==> src/rtl/srq_pkg.sv <==
package srq_pkg;
    localparam int unsigned REGS    = 8;
    localparam int unsigned DATA_W  = 16;
    localparam int unsigned ENTRIES = 4;
    localparam int unsigned TAG_W   = $clog2(REGS);
    localparam int unsigned IDX_W   = $clog2(ENTRIES);

    typedef logic [TAG_W-1:0]  tag_t;
    typedef logic [DATA_W-1:0] data_t;
    typedef logic [IDX_W-1:0]  idx_t;

    typedef struct packed {
        logic       vld;
        logic [1:0] nsrc;
        tag_t       src_a;
        tag_t       src_b;
        logic       rdy_a;
        logic       rdy_b;
        tag_t       dest;
    } entry_t;

    typedef struct packed {
        logic       vld;
        logic       seq;
        logic [1:0] nsrc;
        tag_t       src_a;
        tag_t       src_b;
        logic       now_a;
        logic       now_b;
        tag_t       dest;
    } issue_t;
endpackage

==> src/rtl/srq_queue.sv <==
module srq_queue
    import srq_pkg::*;
(
    input  logic                clk,
    input  logic                rst_n,
    input  logic                ins_valid,
    input  logic [1:0]          ins_nsrc,
    input  tag_t                ins_src_a,
    input  tag_t                ins_src_b,
    input  logic                ins_rdy_a,
    input  logic                ins_rdy_b,
    input  tag_t                ins_dest,
    input  logic                wake_valid,
    input  tag_t                wake_tag,
    input  logic                gnt_valid,
    input  idx_t                gnt_idx,
    output logic [ENTRIES-1:0]  req,
    output issue_t              sel,
    output logic                full
);
    typedef struct packed {
        entry_t [ENTRIES-1:0] ent;
    } q_state_t;

    q_state_t st_d, st_q;
    logic [ENTRIES-1:0] now_a, now_b, seq_bit;

    always_comb begin
        logic hit_a, hit_b, found, ins_hit_a, ins_hit_b;
        idx_t free_idx;
        st_d     = st_q;
        full     = 1'b1;
        found    = 1'b0;
        free_idx = '0;
        for (int i = 0; i < ENTRIES; i++) begin
            hit_a      = wake_valid && (st_q.ent[i].src_a == wake_tag);
            hit_b      = wake_valid && (st_q.ent[i].src_b == wake_tag);
            now_a[i]   = st_q.ent[i].vld && !st_q.ent[i].rdy_a && hit_a;
            now_b[i]   = st_q.ent[i].vld && !st_q.ent[i].rdy_b && hit_b;
            req[i]     = st_q.ent[i].vld && (st_q.ent[i].rdy_a || hit_a)
                                         && (st_q.ent[i].rdy_b || hit_b);
            seq_bit[i] = (st_q.ent[i].nsrc == 2'd2) && !now_a[i] && !now_b[i];
            st_d.ent[i].rdy_a = st_q.ent[i].rdy_a || hit_a;
            st_d.ent[i].rdy_b = st_q.ent[i].rdy_b || hit_b;
            if (!st_q.ent[i].vld) begin
                full = 1'b0;
                if (!found) begin
                    found    = 1'b1;
                    free_idx = idx_t'(i);
                end
            end
        end
        if (gnt_valid) st_d.ent[gnt_idx].vld = 1'b0;
        ins_hit_a = wake_valid && (ins_src_a == wake_tag);
        ins_hit_b = wake_valid && (ins_src_b == wake_tag);
        if (ins_valid && !full) begin
            st_d.ent[free_idx].vld   = 1'b1;
            st_d.ent[free_idx].nsrc  = ins_nsrc;
            st_d.ent[free_idx].src_a = ins_src_a;
            st_d.ent[free_idx].src_b = ins_src_b;
            st_d.ent[free_idx].dest  = ins_dest;
            st_d.ent[free_idx].rdy_a = ins_rdy_a || ins_hit_a || (ins_nsrc == 2'd0);
            st_d.ent[free_idx].rdy_b = ins_rdy_b || ins_hit_b || (ins_nsrc != 2'd2);
        end
        sel.vld   = gnt_valid;
        sel.seq   = seq_bit[gnt_idx];
        sel.nsrc  = st_q.ent[gnt_idx].nsrc;
        sel.src_a = st_q.ent[gnt_idx].src_a;
        sel.src_b = st_q.ent[gnt_idx].src_b;
        sel.now_a = now_a[gnt_idx];
        sel.now_b = now_b[gnt_idx];
        sel.dest  = st_q.ent[gnt_idx].dest;
    end

    always_ff @(posedge clk or negedge rst_n) begin
        if (!rst_n) st_q <= '0;
        else        st_q <= st_d;
    end
endmodule

==> src/rtl/srq_pick.sv <==
module srq_pick
    import srq_pkg::*;
(
    input  logic [ENTRIES-1:0] req,
    input  logic               block,
    output logic               gnt_valid,
    output idx_t               gnt_idx
);
    always_comb begin
        gnt_valid = 1'b0;
        gnt_idx   = '0;
        for (int i = ENTRIES - 1; i >= 0; i--) begin
            if (req[i] && !block) begin
                gnt_valid = 1'b1;
                gnt_idx   = idx_t'(i);
            end
        end
    end
endmodule

==> src/rtl/srq_rdseq.sv <==
module srq_rdseq
    import srq_pkg::*;
(
    input  logic   clk,
    input  logic   rst_n,
    input  issue_t sel,
    input  data_t  rf_rdata,
    input  data_t  byp_data,
    output logic   block,
    output logic   rf_ren,
    output tag_t   rf_raddr,
    output logic   bcast_valid,
    output tag_t   bcast_tag,
    output logic   op_valid,
    output data_t  op_a,
    output data_t  op_b
);
    typedef struct packed {
        issue_t s1;
        issue_t s2;
        logic   s3_vld;
        data_t  hold;
    } rd_state_t;

    rd_state_t st_d, st_q;

    always_comb begin
        logic s2_seq;
        s2_seq      = st_q.s2.vld && st_q.s2.seq;
        st_d        = st_q;
        st_d.s1     = sel;
        st_d.s2     = st_q.s1;
        st_d.s3_vld = s2_seq;
        if (s2_seq) st_d.hold = rf_rdata;

        block    = st_q.s1.vld && st_q.s1.seq;
        rf_ren   = 1'b0;
        rf_raddr = '0;
        if (st_q.s1.vld) begin
            if (st_q.s1.seq) begin
                rf_ren   = 1'b1;
                rf_raddr = st_q.s1.src_a;
            end else if (st_q.s1.nsrc != 2'd0 && !st_q.s1.now_a) begin
                rf_ren   = 1'b1;
                rf_raddr = st_q.s1.src_a;
            end else if (st_q.s1.nsrc == 2'd2 && !st_q.s1.now_b) begin
                rf_ren   = 1'b1;
                rf_raddr = st_q.s1.src_b;
            end
        end else if (s2_seq) begin
            rf_ren   = 1'b1;
            rf_raddr = st_q.s2.src_b;
        end

        bcast_valid = 1'b0;
        bcast_tag   = '0;
        if (st_q.s1.vld && !st_q.s1.seq) begin
            bcast_valid = 1'b1;
            bcast_tag   = st_q.s1.dest;
        end else if (s2_seq) begin
            bcast_valid = 1'b1;
            bcast_tag   = st_q.s2.dest;
        end

        op_valid = 1'b0;
        op_a     = '0;
        op_b     = '0;
        if (st_q.s3_vld) begin
            op_valid = 1'b1;
            op_a     = st_q.hold;
            op_b     = rf_rdata;
        end else if (st_q.s2.vld && !st_q.s2.seq) begin
            op_valid = 1'b1;
            if (st_q.s2.nsrc != 2'd0) op_a = st_q.s2.now_a ? byp_data : rf_rdata;
            if (st_q.s2.nsrc == 2'd2) op_b = st_q.s2.now_b ? byp_data : rf_rdata;
        end
    end

    always_ff @(posedge clk or negedge rst_n) begin
        if (!rst_n) st_q <= '0;
        else        st_q <= st_d;
    end
endmodule

==> src/rtl/seqread_sched.sv <==
module seqread_sched
    import srq_pkg::*;
(
    input  logic                         clk,
    input  logic                         rst_n,
    input  logic                         ins_valid,
    input  logic [1:0]                   ins_nsrc,
    input  logic [srq_pkg::TAG_W-1:0]    ins_src_a,
    input  logic [srq_pkg::TAG_W-1:0]    ins_src_b,
    input  logic                         ins_rdy_a,
    input  logic                         ins_rdy_b,
    input  logic [srq_pkg::TAG_W-1:0]    ins_dest,
    output logic                         q_full,
    input  logic                         wake_valid,
    input  logic [srq_pkg::TAG_W-1:0]    wake_tag,
    output logic                         grant_valid,
    output logic [srq_pkg::IDX_W-1:0]    grant_idx,
    output logic                         grant_seq,
    output logic                         rf_ren,
    output logic [srq_pkg::TAG_W-1:0]    rf_raddr,
    input  logic [srq_pkg::DATA_W-1:0]   rf_rdata,
    input  logic [srq_pkg::DATA_W-1:0]   byp_data,
    output logic                         bcast_valid,
    output logic [srq_pkg::TAG_W-1:0]    bcast_tag,
    output logic                         op_valid,
    output logic [srq_pkg::DATA_W-1:0]   op_a,
    output logic [srq_pkg::DATA_W-1:0]   op_b
);
    logic [ENTRIES-1:0] req;
    logic               block;
    issue_t             sel;

    srq_queue u_queue (
        .clk(clk), .rst_n(rst_n),
        .ins_valid(ins_valid), .ins_nsrc(ins_nsrc),
        .ins_src_a(ins_src_a), .ins_src_b(ins_src_b),
        .ins_rdy_a(ins_rdy_a), .ins_rdy_b(ins_rdy_b), .ins_dest(ins_dest),
        .wake_valid(wake_valid), .wake_tag(wake_tag),
        .gnt_valid(grant_valid), .gnt_idx(grant_idx),
        .req(req), .sel(sel), .full(q_full)
    );

    srq_pick u_pick (
        .req(req), .block(block),
        .gnt_valid(grant_valid), .gnt_idx(grant_idx)
    );

    assign grant_seq = grant_valid && sel.seq;

    srq_rdseq u_rdseq (
        .clk(clk), .rst_n(rst_n), .sel(sel),
        .rf_rdata(rf_rdata), .byp_data(byp_data), .block(block),
        .rf_ren(rf_ren), .rf_raddr(rf_raddr),
        .bcast_valid(bcast_valid), .bcast_tag(bcast_tag),
        .op_valid(op_valid), .op_a(op_a), .op_b(op_b)
    );
endmodule

==> config.mk <==
export PLATFORM = sky130hd
export DESIGN_NAME = seqread_sched
export DESIGN_NICKNAME = d
export VERILOG_FILES = /design/src/rtl/srq_pkg.sv /design/src/rtl/srq_queue.sv /design/src/rtl/srq_pick.sv /design/src/rtl/srq_rdseq.sv /design/src/rtl/seqread_sched.sv
export SDC_FILE = /design/constraint.sdc
export NUM_CORES = 1
export LEC_CHECK = 0
export ABC_CLOCK_PERIOD_IN_PS = 2300
export BUFFER_PORTS_ARGS = -buffer_cell sky130_fd_sc_hd__buf_2
export CORE_MARGIN = 3
export CORE_UTILIZATION = 40
export CTS_BUF_LIST = sky130_fd_sc_hd__clkbuf_8
export DETAILED_ROUTE_END_ITERATION = 6
export PLACE_DENSITY = 0.61
export RECOVER_POWER = 100
export SYNTH_ARGS = -nofsm -noshare
export SYNTH_HDL_FRONTEND = slang
export SYNTH_SLANG_ARGS = --single-unit
==> constraint.sdc <==
create_clock -name clk -period 2.3 [get_ports clk]
set_input_delay 0.46 -clock clk [delete_from_list [all_inputs] [get_ports clk]]
set_output_delay 0.46 -clock clk [all_outputs]
set_load 0.02 [all_outputs]
Yosys cells after proc, flatten, opt, wreduce, memory -nomap -nowiden
Index checks and enable logic that the tools add are counted.
Storage, ports and cells
  output and inout port bits: 46
  latch bits: 0
  bits in read-only memories: 0
  RAM bits: 0
  memories: 0
  bits in registers: 100
  bits of input ports: 52
Cells by class
  eq/ne operators: 17
  $mul: 0
  order comparisons: 4
  mux-type cells: 78
  shift-type cells: 0
  divide/modulo/power cells: 0
  add/sub/neg operators: 0
  reductions and logical operators: 93
  bitwise operators: 0
Operators with widths (number)
  56-bit bitwise mux: 8
  14-bit demux with 2-bit select: 8
  16-bit 2-to-1 mux: 8
  56-bit 2-to-1 mux: 2
  1-bit logical AND: 56
  3-bit == test: 10
  14-bit binary-select mux with 2-bit select: 1
  14-bit 2-to-1 mux: 2
  13-bit 2-to-1 mux: 2
  3-bit 2-to-1 mux: 8
  1-bit 2-to-1 mux: 23
  1-bit zero test: 22
  2-bit 2-to-1 mux: 9
  2-bit == test (second input constant): 6
  1-bit logical OR: 12
  11-bit 2-to-1 mux: 1
  8-bit 2-to-1 mux: 1
  1-bit binary-select mux with 2-bit select: 3
  2-bit by 3-bit < comparator with 1-bit output (second input constant): 2
  5-bit 2-to-1 mux: 1
  2-bit by 1-bit >= comparator with 1-bit output (second input constant): 2
  4-bit 2-to-1 mux: 1
  2-bit nonzero test: 2
  2-bit zero test: 1
  2-bit inequality test (second input constant): 1

Longest topological paths before layout
Gate-level depths: netlist of run 1.
  word-level depth: 24
  mapped depth: 10
  mapped depth without buffers: 6

Hierarchy
A second synthesis of run 1 with hierarchy kept.
Second synthesis, totals
  cells, all modules: 463
  area total of the unflattened synthesis: 5262.5 um^2
By module, submodules not included
  srq_queue: cells an instance 254, area an instance 3109.2 um^2, instances 1
  srq_rdseq: cells an instance 201, area an instance 2104.5 um^2, instances 1
  srq_pick: cells an instance 7, area an instance 42.5 um^2, instances 1
  seqread_sched: cells an instance 1, area an instance 6.3 um^2, instances 1

Least setup slack after synthesis of run 1
OpenSTA, ideal clock, no wires.
  path type: input to output
  start point: input wake_tag[0] (netlist name)
  end point: output grant_seq
  required time: 1840 ps
  path buffers: 2
  slack: -179 ps
  arrival: 2019 ps
  cell stages on the path: 8
  cells stage by stage: buf_6 xnor2_1 a41oi_1 or3_1 buf_2 a2111oi_0 a41oi_1 nand3_1
Between the ends
  word-level cells in the longest chain between the ends: 13
  elaborated cells on any way between the ends: 71
RTL lines
  start: declaration: line seqread_sched.sv:15  | input logic [srq_pkg::TAG_W-1:0] wake_tag,
  3-bit == test: line srq_queue.sv:36  | hit_a = wake_valid && (st_q.ent[i].src_a == wake_tag);
  1-bit logical AND: line srq_queue.sv:36
  1-bit logical OR: line srq_queue.sv:40  | req[i] = st_q.ent[i].vld && (st_q.ent[i].rdy_a || hit_a)
  1-bit logical AND: line srq_queue.sv:40
  1-bit logical AND: line srq_queue.sv:41  | && (st_q.ent[i].rdy_b || hit_b);
  1-bit logical AND: line srq_pick.sv:13  | if (req[i] && !block) begin
  2-bit 2-to-1 mux (4 in series): line srq_pick.sv:13
  1-bit binary-select mux with 2-bit select: line srq_queue.sv:66  | sel.seq = seq_bit[gnt_idx];
  1-bit 2-to-1 mux (not written as such): line srq_queue.sv:66
  1-bit logical AND *: line seqread_sched.sv:48  | assign grant_seq = grant_valid && sel.seq;
  end: declaration: line seqread_sched.sv:18  | output logic grant_seq,
Every way passes the cells marked *; elsewhere a longest branch is shown, timed or not. The select of a mux whose other input is x is not followed.

Worst setup path after layout of run 1
  start point: register u_queue.st_q[22] (netlist name)
  end point: output grant_seq
Between the ends
  word-level cells in the longest chain between the ends: 11
  elaborated cells on any way between the ends: 17
RTL lines
  start: declaration: line srq_queue.sv:25  | q_state_t st_d, st_q;
  start signal: assignment: line srq_queue.sv:77  | else st_q <= st_d;
  3-bit == test *: line srq_queue.sv:36
  1-bit logical AND *: line srq_queue.sv:36
  1-bit logical OR: line srq_queue.sv:40
  1-bit logical AND: line srq_queue.sv:40
  1-bit logical AND: line srq_queue.sv:41
  1-bit logical AND: line srq_pick.sv:13
  2-bit 2-to-1 mux (2 in series): line srq_pick.sv:13
  1-bit binary-select mux with 2-bit select: line srq_queue.sv:66
  1-bit 2-to-1 mux (not written as such): line srq_queue.sv:66
  1-bit logical AND *: line seqread_sched.sv:48
Marked as above.

==> results.md, run 1 <==
- The run finished, with violations left.
- The final reports fail on max-capacitance violations, max-slew violations, negative setup slack.
- The highest attainable clock frequency is ~0.37 GHz.
- The weighted congestion at the end of routability-driven global placement is 0.842.
- The remaining max-slew budget at the tightest pin is -0.0132.
- The startpoint type of the worst setup path is a flop.
- For this block, the routed nets add up to between 10000 and 15000 um of wire.
- The number of global-route vias before repair is 4349.
- The fill cell instance count of the final layout is 1084.
- The number of max-slew violations in the final report is 29.
- The storage element area is 0.00251 sq mm.
- Across all hold checks on the routed design, the worst slack comes to 351 ps.
- The average vias per placed instance is 5.35.
- The number of nets handed over by synthesis was 525.
- After synthesis, the cell types taking the most area are sky130_fd_sc_hd__dfrtp_1 49%, sky130_fd_sc_hd__mux2_2 13%, sky130_fd_sc_hd__nand2_1 6.3%, sky130_fd_sc_hd__mux2i_1 5.3%, sky130_fd_sc_hd__xnor2_1 4.8%.
- The number of buffers added to fix hold violations after cts is 0.
- The clock slew at the register clock pins of the worst setup and hold paths is 90 ps.
- In the global route stage, overall resource usage came out at 0.198.
- The number of antenna diodes in the final layout is 0.
- The cell area that synthesis handed to floorplanning was between 0.005 and 0.006 sq mm.
- The post-detailed-placement half-perimeter wirelength is 10200 um.
- The final net count is 669.
- The number of cells produced by synthesis is 473.
- The transition time at the pin with the least slew margin is around 1500 ps.
- The floorplan has 40 rows.
- The cell with the most instances after synthesis is sky130_fd_sc_hd__dfrtp_1.
- The boundary pin count is 98.
- The sort of element at the end of the critical path is a primary output.
- The setup clock skew after layout is 12.8 ps.
- The number of antenna violations at the first check in global routing was 0.
- At the placement stage, the worst setup path has a slack of -504 ps.
- Summed over all layers, the global routing overflow is 0.
- Once detail routing completed, the nets flagged for antenna violations numbered 0.
- The mean instance size in the synthesized netlist is between 10 and 15 sq um.
- The die is about 120 um wide.
- Entering global routing, the biggest net connects 49 pins.
- The count of endpoints failing hold in the final timing report is 0.
- The wire length per cell is between 15 and 20 um.
- Setup violations remaining at the end of the flow were counted as 7.
- Ranked by instance count, the synthesized netlist is headed by 100 x sky130_fd_sc_hd__dfrtp_1, 85 x sky130_fd_sc_hd__nand2_1, 59 x sky130_fd_sc_hd__mux2_2, 28 x sky130_fd_sc_hd__xnor2_1, 27 x sky130_fd_sc_hd__mux2i_1.
- The number of DRC markers in iteration 0 is about 270.
- The routed design could run at a clock period as short as 2700 ps.
- The flip-flop and latch count after synthesis is 100.
- The die covers about 0.014 sq mm.
- In this run the worst hold path is classified as in -> reg.
- The H-tree was split into 3 levels.
- TritonCTS built the clock tree.
- The post-place instance area is 0.00620 sq mm.
- The routed via count is 4229.
- Max-cap violations in this run came to 1.
- The first global-routing pass estimated 22300 um of wire.
- The CTS root buffer is sky130_fd_sc_hd__clkbuf_8.
- The number of different library cells used by synthesis comes to 44.
- The total number of yosys warnings is 0.
- In the routed design, unresolved DRC markers number 0.
- The ratio of total power to cell area is roughly 1500 mW/mm^2.
- Of the available clock period, the critical path in the final layout requires 1.18.
- The total area of multi-input combinational cells is 0.00280 sq mm.
- The number of buffers created by CTS is 9.
- Setup repair after global routing could not meet its margin everywhere.
- At the worst endpoint, the required time is roughly 1800 ps.
- At the later pin of the worst-skew pair, clock insertion delay measures 370 ps.
- The starting density of the core is 0.415.
- The count of input and output buffers is 97.
- For this run, the share of the core covered by cells in the final layout is 0.554.
- The share of cells above drive strength 1 is 0.469.
- The async set-reset flop share out of synthesis is 1.00.
- The maximum fanout along the worst path is 3.
- The area of the core region is around 0.012 sq mm.
- In this run the static leakage power is 3.04 nW.
- The deepest clock path buffer count is 2.
- The post-route standard cell area excluding fillers is 0.00676 sq mm.
- The signal arrival time at the worst endpoint is 2240 ps.
- Of the post-synthesis cell area, the dominant cell type holds 0.494.
- The type of the worst setup path is reg -> out.
- The sequential share of the synthesized area is 0.494.
- The die is 119 um tall.
- For this design, the sink count on the clock tree is 100.
- In the synthesized netlist the dominant register cell turns out to be sky130_fd_sc_hd__dfrtp_1.
- The number of synthesized flops with an enable pin is 0.
- After layout, the worst setup slack is -404 ps.
- The first-pass iteration count of the detailed router is 5.
- The area added between synthesis and finish is 33.4%.
- The cell type with the highest aggregate area in the netlist is sky130_fd_sc_hd__dfrtp_1.
- The worst ir drop on vdd is between 0.6 and 0.7 mV.
## cell usage in the layout (no fill, tap or decap), types with 3 or more instances in the layout
cell                        n
sky130_fd_sc_hd__dfrtp_1   94
sky130_fd_sc_hd__nand2_1   85
sky130_fd_sc_hd__buf_2     85
sky130_fd_sc_hd__buf_4     64
sky130_fd_sc_hd__mux2_2    59
sky130_fd_sc_hd__mux2i_1   27
sky130_fd_sc_hd__xnor2_2   19
sky130_fd_sc_hd__nor2_1    17
sky130_fd_sc_hd__a21oi_1   16
sky130_fd_sc_hd__o21ai_0   14
sky130_fd_sc_hd__o21ai_1   13
sky130_fd_sc_hd__a222oi_1  11
sky130_fd_sc_hd__clkbuf_8  10
sky130_fd_sc_hd__nand4_1    9
sky130_fd_sc_hd__a41oi_2    8
sky130_fd_sc_hd__buf_6      7
sky130_fd_sc_hd__nand2b_1   6
sky130_fd_sc_hd__xnor2_1    6
sky130_fd_sc_hd__dfrtp_2    6
sky130_fd_sc_hd__inv_1      5
sky130_fd_sc_hd__nor2b_1    4
sky130_fd_sc_hd__nor3_2     4
sky130_fd_sc_hd__a22o_1     3
sky130_fd_sc_hd__xnor2_4    3
## report_power, final
part	switching, mW	leakage (nW)	total [mW]	internal [mW]
registers	0.686	1.18	3.31	2.63
clock network	0.600	0.108	1.13	0.533
logic	2.95	1.76	5.64	2.69
total	4.24	3.04	10.1	5.84
## cells by family after synthesis
logic type	after synthesis	synth area share
AO/OA/AOI/OAI	78	0.102
XOR/XNOR	30	0.0518
buffers and inverters	32	0.0321
flip-flops	100	0.494
multiplexers	86	0.184
AND/OR/NAND/NOR	147	0.136
## critical path, stage by stage (launching register included)
cell and delay [ps]:
sky130_fd_sc_hd__dfrtp_1 440, sky130_fd_sc_hd__xnor2_2 210, sky130_fd_sc_hd__buf_4 140, sky130_fd_sc_hd__nand4_1 150
sky130_fd_sc_hd__o22ai_1 340, sky130_fd_sc_hd__a2111oi_4 120, sky130_fd_sc_hd__a41oi_2 220, sky130_fd_sc_hd__nand3_2 110
sky130_fd_sc_hd__buf_6 150
## sequential cells by signal, summed over array words and instances, names as in the netlist
register      count
u_rdseq.st_q     29
u_rdseq.st_d     15
u_queue.st_q     56
## final timing paths
path	cells after the start	end	start	slack (ps)
setup / recovery	8	grant_seq	u_queue.st_q[22]	-400
hold reg to reg	0	u_rdseq.st_q[20]	u_rdseq.st_d[20]	380
setup reg to reg	9	u_rdseq.st_d[22]	u_queue.st_q[10]	-70
hold / removal	2	u_rdseq.st_q[1]	rf_rdata[1]	350
max in group asynchronous	2	u_queue.st_q[19]	rst_n	350
min in group asynchronous	1	u_rdseq.st_q[24]	rst_n	450
## through the flow
stage,TNS [ps],power [mW],std cells
final,-1030,10.1,790
after detailed placement,-5670,8.22,761
after CTS,-1100,9.69,783
after global routing,-5060,10.7,790
after global placement,-4620,8.10,761
after floorplan,-60.9,6.37,473
## timing repair
item                       4_1_cts  5_1_grt
resized for setup               30       44
pin swaps                        7       30
setup endpoints to repair       32       50
setup buffers                    7        7
## metal layers
layer  share of wire  vias up  track usage
met5               0        -            0
met2            0.50      150        0.333
met3           0.061       29       0.0421
met1            0.42     2071        0.254
met4           0.023        0       0.0681
li1                -     1979            -
## cell type report
| cell class | instances | area share |
|---|---|---|
| sequential | 100 | 0.371 |
| multi-input combinational | 341 | 0.415 |
| timing repair buffer | 161 | 0.152 |
| clock buffer | 10 | 0.0204 |
| tap | 168 | 0.0311 |
| clock inverter | 6 | 0.00907 |
| inverter | 4 | 0.00222 |
No activity file was read; power rests on OpenSTA's default activity.
==> inputs of run 2 (changes only) <==
SKIP_LAST_GASP = 1   (was unset)
==> run 2 against run 1 <==
The flow still finishes with violations (max-capacitance violations, max-slew violations, negative setup slack). Sequential cell count is the same. Clock power is essentially flat. Die area is the same. Final cell count shrank 0.13%. Combinational power shrank 1%. Utilization shrank 0.14 points. Largest power group unchanged. Critical path type unchanged.
==> results.md, run 2 (synthesis results as in run 1) <==
- The run finished, with violations left.
- The checks that failed: max-capacitance violations, max-slew violations, negative setup slack.
- The most common library cell in the layout ignoring fill and taps is sky130_fd_sc_hd__dfrtp_1.
- The most critical setup path has its startpoint at u_queue.st_q[22].
- The sort of element at the end of the critical path is a primary output.
- The signal arrival time at the worst endpoint is roughly 2200 ps.
- In this run the clock root is driven by a sky130_fd_sc_hd__clkbuf_8.
- The startpoint type of the worst setup path is a flop.
- The post-detailed-placement half-perimeter wirelength is between 10000 and 15000 um.
- In this run the worst path has a maximum fanout of 3.
- The number of antenna violations at the first check in global routing is 0.
- After floorplanning, the core was sized to cover 0.0122 sq mm.
- The overall fraction of global-route tracks in use is 0.198.
- The count of endpoints failing hold in the final timing report was 0.
- The area added between synthesis and finish is 33.1%.
- Entering global routing, the biggest net connects a little under 50 pins.
- The remaining antenna violation count after routing is 0.
- The number of buffers added to fix hold violations after cts is 0.
- The remaining max-slew budget at the tightest pin is -0.0115.
- The register with the most flip-flops in the final layout is u_queue.st_q.
- The number of max-slew violations in the final report is 29.
- The worst ir drop on vdd is 0.653 mV.
- Across the run, the number of max-cap violations was 1.
- In the routed design, unresolved DRC markers number 0.
- The reg-to-reg startpoint is u_queue.st_q[10].
- The count of endpoints failing setup in the final report is 7.
- After layout, the minimum clock period comes to 2690 ps.
- The signal on the critical path passes through xnor2_2, buf_4, nand4_1, o22ai_1, a2111oi_4, a41oi_2, nand3_2, buf_6.
- Counting along the longest clock path gives a buffer depth of 2.
- The first-pass GRT wire length is 22300 um.
- In this run the critical register-to-register path is captured at u_rdseq.st_d[22].
- Routability-driven placement finished with a final weighted congestion of 0.842.
- The count of input and output buffers is 97.
- The worst hold slack after final layout is 354 ps.
- Once routing completed, OpenROAD measured the worst setup slack at -393 ps.
- The share of the cycle needed by the critical path after routing is 1.17.
- The number of flip-flops under the largest register name is 56.
- The number of buffers created by CTS is 9.
- The transition time at the pin with the least slew margin is 1520 ps.
- The biggest cell delay along the critical path is 440 ps.
- The number of core rows is 40.
- Global routing finished with a remaining overflow of 0.
- The die covers 0.0141 sq mm.
- Setup slack on the worst reg-to-reg path comes out at -70 ps.
- The routed via count is 4207.
- The end point of the critical path is grant_seq.
- The die is 119 um wide.
- Across the routed clock network, the largest skew measured is 11.8 ps.
- The boundary pin count is between 90 and 100.
- Clock-pin slew was measured on the worst setup and hold paths at 90 ps.
- The share of cells above drive strength 1 is 0.469.
- The number of global-route vias before repair is 4363.
- The CTS tree is done.
- The first-pass iteration count of the detailed router is 5.
- The worst hold path belongs to the class in -> reg.
- The layout has 1085 filler cells.
- The total detailed-routing wirelength is 13800 um.
- The required time reported for the critical path endpoint is 1840 ps.
- The count of clock tree sinks is 100.
- The final net count is 668.
- The leakage power summed over all cells is 3.04 nW.
- The wire length per cell is 17.5 um.
- CTS built an H-tree with a depth of 3.
- Leaving out fill and tap cells, the most frequent cells in the layout are 94 x sky130_fd_sc_hd__dfrtp_1, 87 x sky130_fd_sc_hd__buf_2, 85 x sky130_fd_sc_hd__nand2_1.
- Dividing the detail-routed via count by the number of cells gives 5.33.
- The starting density of the core is 0.415.
- From bottom edge to top edge, the die measures 119 um.
- The type of the worst setup path is reg -> out.
- At the placement stage, the worst setup path has a slack of -504 ps.
- The highest attainable clock frequency is about 0.37 GHz.
- The later-pin clock latency in the skew report is 370 ps.
- The depth of the most critical reg-to-reg path is 9.
- The number of DRC markers in iteration 0 is between 200 and 250.
- Dividing total power by cell area gives a power density of 1490 mW/mm^2.
- The largest individual stage delay along the critical path comes from the cell sky130_fd_sc_hd__dfrtp_1.
- The number of diodes added for antenna fixing is 0.
- Setup repair after global routing could not meet its margin everywhere.
==> run 2: layer usage <==
metal	up-vias	track usage	wire [um]
met5	-	0	0
li1	1975	-	-
met1	2062	0.254	5840
met2	140	0.329	6860
met3	30	0.0431	778
met4	0	0.0739	347
==> run 2: where the power goes <==
group	total, mW	switching [mW]	internal (mW)
logic	5.58	2.93	2.65
registers	3.31	0.688	2.63
clock network	1.13	0.598	0.533
total	10.0	4.21	5.81
==> run 2: final cells by class <==
type,instances,area (sq um),share of cell area
multi-input combinational,341,2800,0.415
sequential,100,2510,0.372
timing repair buffer,160,1010,0.150
tap,168,210,0.0312
clock buffer,10,138,0.0204
clock inverter,6,61.3,0.00909
inverter,4,15.0,0.00223
==> run 2: per-stage QoR <==
step           power [mW]  instances   util  cell area, sq um  TNS, ps
2_1_floorplan        6.37        473      -              5260    -60.9
3_3_place_gp         8.10        761  0.507              6200    -4620
3_5_place_dp         8.22        761  0.507              6200    -5670
4_1_cts              9.68        783  0.537              6560    -1110
5_1_grt              10.7        789  0.552              6740    -5080
6_report             10.0        789  0.552              6740    -1020
==> run 2: repair_timing <==
| action | CTS | global route |
|---|---|---|
| cloned | 0 | 0 |
| setup buffers | 7 | 6 |
| pin swaps | 7 | 31 |
| gates resized for setup | 29 | 41 |
| hold endpoints to repair | 0 | 0 |
| setup endpoints to repair | 32 | 50 |
==> run 2: how the worst min path moves through the flow <==
stage                      from                to  slack [ps]  cells past startpoint
2_1_floorplan             rst_n   u_queue.st_q[0]         160                      0
6_report            rf_rdata[1]   u_rdseq.st_q[1]         350                      2
3_3_place_gp   u_rdseq.st_d[20]  u_rdseq.st_q[20]         360                      0
5_1_grt             rf_rdata[1]   u_rdseq.st_q[1]         330                      2
4_1_cts                   rst_n   u_rdseq.st_q[4]           3                      1
3_5_place_dp   u_rdseq.st_d[20]  u_rdseq.st_q[20]         360                      0
==> run 2: worst max-delay path, delay by kind of cell (launching register included) <==
kind                   cells  cell delay [ps]
AND/OR/NAND/NOR            2              260
AO/OA/AOI/OAI              3              670
flip-flops                 1              440
XOR/XNOR                   1              210
buffers and inverters      2              290
==> inputs of run 3 (changes only) <==
ABC_CLOCK_PERIOD_IN_PS = 2400   (was 2300)
SETUP_SLACK_MARGIN = 0.2   (was unset)
clock period = 2.4 ns   (was 2.3 ns; I/O delays follow)
==> run 3 against run 2 <==
The run ends with negative setup slack left. First-iteration DRC count rose by 4.1%. Die area unchanged. Sequential cell count unchanged. Largest cell class unchanged.
==> results.md, run 3 (synthesis results as in run 1) <==
- STA classifies the critical path startpoint as a flop.
- Across every metal layer, demand over resource in global routing totals 0.192.
- After layout, the minimum clock period comes to 2720 ps.
- The number of max-slew violations in the final report is 0.
- The tree built by TritonCTS fans out to 100 sinks.
- The count of maximum capacitance violations is 0.
- The cell depth of the worst min-delay path is 2.
- In the post-route analysis, the smallest setup slack over all paths is -322 ps.
- The setup slack of the worst register-to-register path is about 230 ps.
- The transition time at the pin with the least slew margin is 875 ps.
- Data on the critical path arrives at its endpoint at 2240 ps.
- The final routed DRC violation total is 0.
- The pre-CTS setup slack is -427 ps.
- The total congestion overflow is 0.
- Before antenna repair, the detailed router went through 5 iterations.
- The number of DRC markers in iteration 0 is between 200 and 300.
- The post-route non-filler standard cell count is 799.
- STA classifies the critical path endpoint as a primary output.
- The highest attainable clock frequency is 0.367 GHz.
- The completed layout was analyzed and its total power is approximately 10 mW.
- The die covers roughly 0.014 sq mm.
- The worst hold slack after final layout is about 370 ps.
- The routed via count is 4190.
- After detailed routing, the average wire length per cell comes to 17.3 um.
- In this run, placement finished with an instance count of 765.
- The most critical setup path has its startpoint at u_queue.st_q[5].
- The startpoint identified for the worst hold timing path is rf_rdata[0].
- The number of antenna violations at the first check in global routing is 0.
- The clock slew at the register clock pins of the worst setup and hold paths is 100 ps.
- The endpoint identified for the worst register-to-register timing path is u_rdseq.st_d[23].
- The flow ran to the end, but the final reports show violations.
- Wires add up to ~14000 um.
- The path with the worst hold slack has its endpoint at u_rdseq.st_q[0].
- The CTS tree is done.
- The later-pin clock latency in the skew report is around 370 ps.
- Across the VDD grid, the largest voltage drop is 0.652 mV.
- The post-detailed-placement half-perimeter wirelength is ~10000 um.
- For the worst flop-to-flop path, the logic depth is 9.
- The area added between synthesis and finish is 35.6%.
- The share of cells above drive strength 1 is 0.471.
- Summed over all cells, the static leakage comes to 3.05 nW.
- The horizontal die dimension is approximately 120 um.
- The number of diodes added for antenna fixing is 0.
- The count of nets left with antenna violations once routing finished came out at 0.
- The average vias per placed instance is ~5.2.
- The type of the worst setup path is reg -> out.
- Setup violations remaining at the end of the flow were counted as 4.
- The number of buffers created by CTS is 9.
- The starting density of the core is 0.415.
- The reg-to-reg startpoint is u_queue.st_q[5].
- In this run the tool buffered the top-level ports with 97 buffer cells.
- The number of global-route vias before repair came to 4186.
- The register with the most flip-flops is u_queue.st_q.
- Leaving out fill and tap cells, the most frequent cells in the layout are 95 x sky130_fd_sc_hd__dfrtp_1, 84 x sky130_fd_sc_hd__nand2_1, 78 x sky130_fd_sc_hd__buf_2.
- The worst pin sits at a relative slew slack of 0.417.
- The number of flip-flops under the largest register name is 56.
- The most common library cell in the layout ignoring fill and taps is sky130_fd_sc_hd__dfrtp_1.
- The ratio of total power to cell area is 1450 mW/mm^2.
- The number of core rows is 40.
- Of all nets on the critical path, the largest fanout is 3.
- The post-route setup TNS is -888 ps.
- During I/O placement, the number of pins put on the boundary was between 90 and 100.
- The checks that failed: negative setup slack.
- On the final layout, the worst clock skew is approximately 13 ps.
- Entering global routing, the biggest net connects 61 pins.
- Setup repair after global routing could not meet its margin everywhere.
- The number of H-tree branching levels is 3.
- The share of the cycle needed by the critical path after routing is 1.13.
- The tree is rooted in a sky130_fd_sc_hd__clkbuf_8.
- The longest clock path from root to sink contains 2 buffers.
- The class of the worst hold path is in -> reg.
- The first global-routing pass estimated between 20000 and 25000 um of wire.
- Measured along the y axis, the die boundary spans 119 um.
- The required time reported for the critical path endpoint is 1920 ps.
- In the final design database the tool counted 678 nets.
- The count of endpoints failing hold in the final timing report is 0.
- The area of the core region is about 0.012 sq mm.
- The congestion estimate from routability-driven global placement came to about 0.87.
- The fill cell instance count of the final layout is 1114.
run 3: final cells by class:
type | instances | area [sq um] | share of cell area
multi-input combinational | 341 | 2820 | 0.411
timing repair buffer | 170 | 1080 | 0.158
tap | 168 | 210 | 0.0306
clock inverter | 6 | 93.8 | 0.0137
inverter | 4 | 15.0 | 0.00218
clock buffer | 10 | 138 | 0.0200
sequential | 100 | 2510 | 0.365
run 3: metrics by stage:
stage                util  area (sq um)
floorplan               -          5260
global placement    0.510          6230
detailed placement  0.510          6230
CTS                 0.548          6690
global route        0.563          6870
finish              0.563          6870
run 3: metal layers:
| metal | vias to the layer above | share of wire | global-route usage |
|---|---|---|---|
| met5 | - | 0 | 0 |
| met4 | 0 | 0.011 | 0.0500 |
| met3 | 13 | 0.059 | 0.0445 |
| met2 | 134 | 0.50 | 0.321 |
| met1 | 2052 | 0.43 | 0.253 |
| li1 | 1991 | - | - |
run 3: worst max-delay path by stage:
stage	cells after the start	end	slack, ps
CTS	7	grant_seq	-310
global route	8	grant_seq	-400
floorplan	9	grant_seq	9
finish	7	grant_seq	-320
detailed placement	9	grant_idx[1]	-430
global placement	8	grant_seq	-380
run 3: what timing repair did:
action,in CTS,in global routing
endpoints found under the setup margin,48,53
buffers inserted,8,7
hold endpoints to repair,14,0
pin swaps,4,29
hold buffers,1,0
resized for setup,43,62
cloned,0,2
run 3: power by group:
group / total [mW] / internal (mW) / switching, mW
registers: 3.15 / 2.51 / 0.636
logic: 5.62 / 2.71 / 2.91
clock network: 1.22 / 0.627 / 0.593
run 3: worst max-delay path: stages (launching register included):
cell and delay (ps):
sky130_fd_sc_hd__dfrtp_1 430, sky130_fd_sc_hd__xnor2_2 250, sky130_fd_sc_hd__a41oi_4 210, sky130_fd_sc_hd__or3_4 410, sky130_fd_sc_hd__and3_4 160, sky130_fd_sc_hd__nand4b_1 130
sky130_fd_sc_hd__nand3_2 110, sky130_fd_sc_hd__buf_4 170
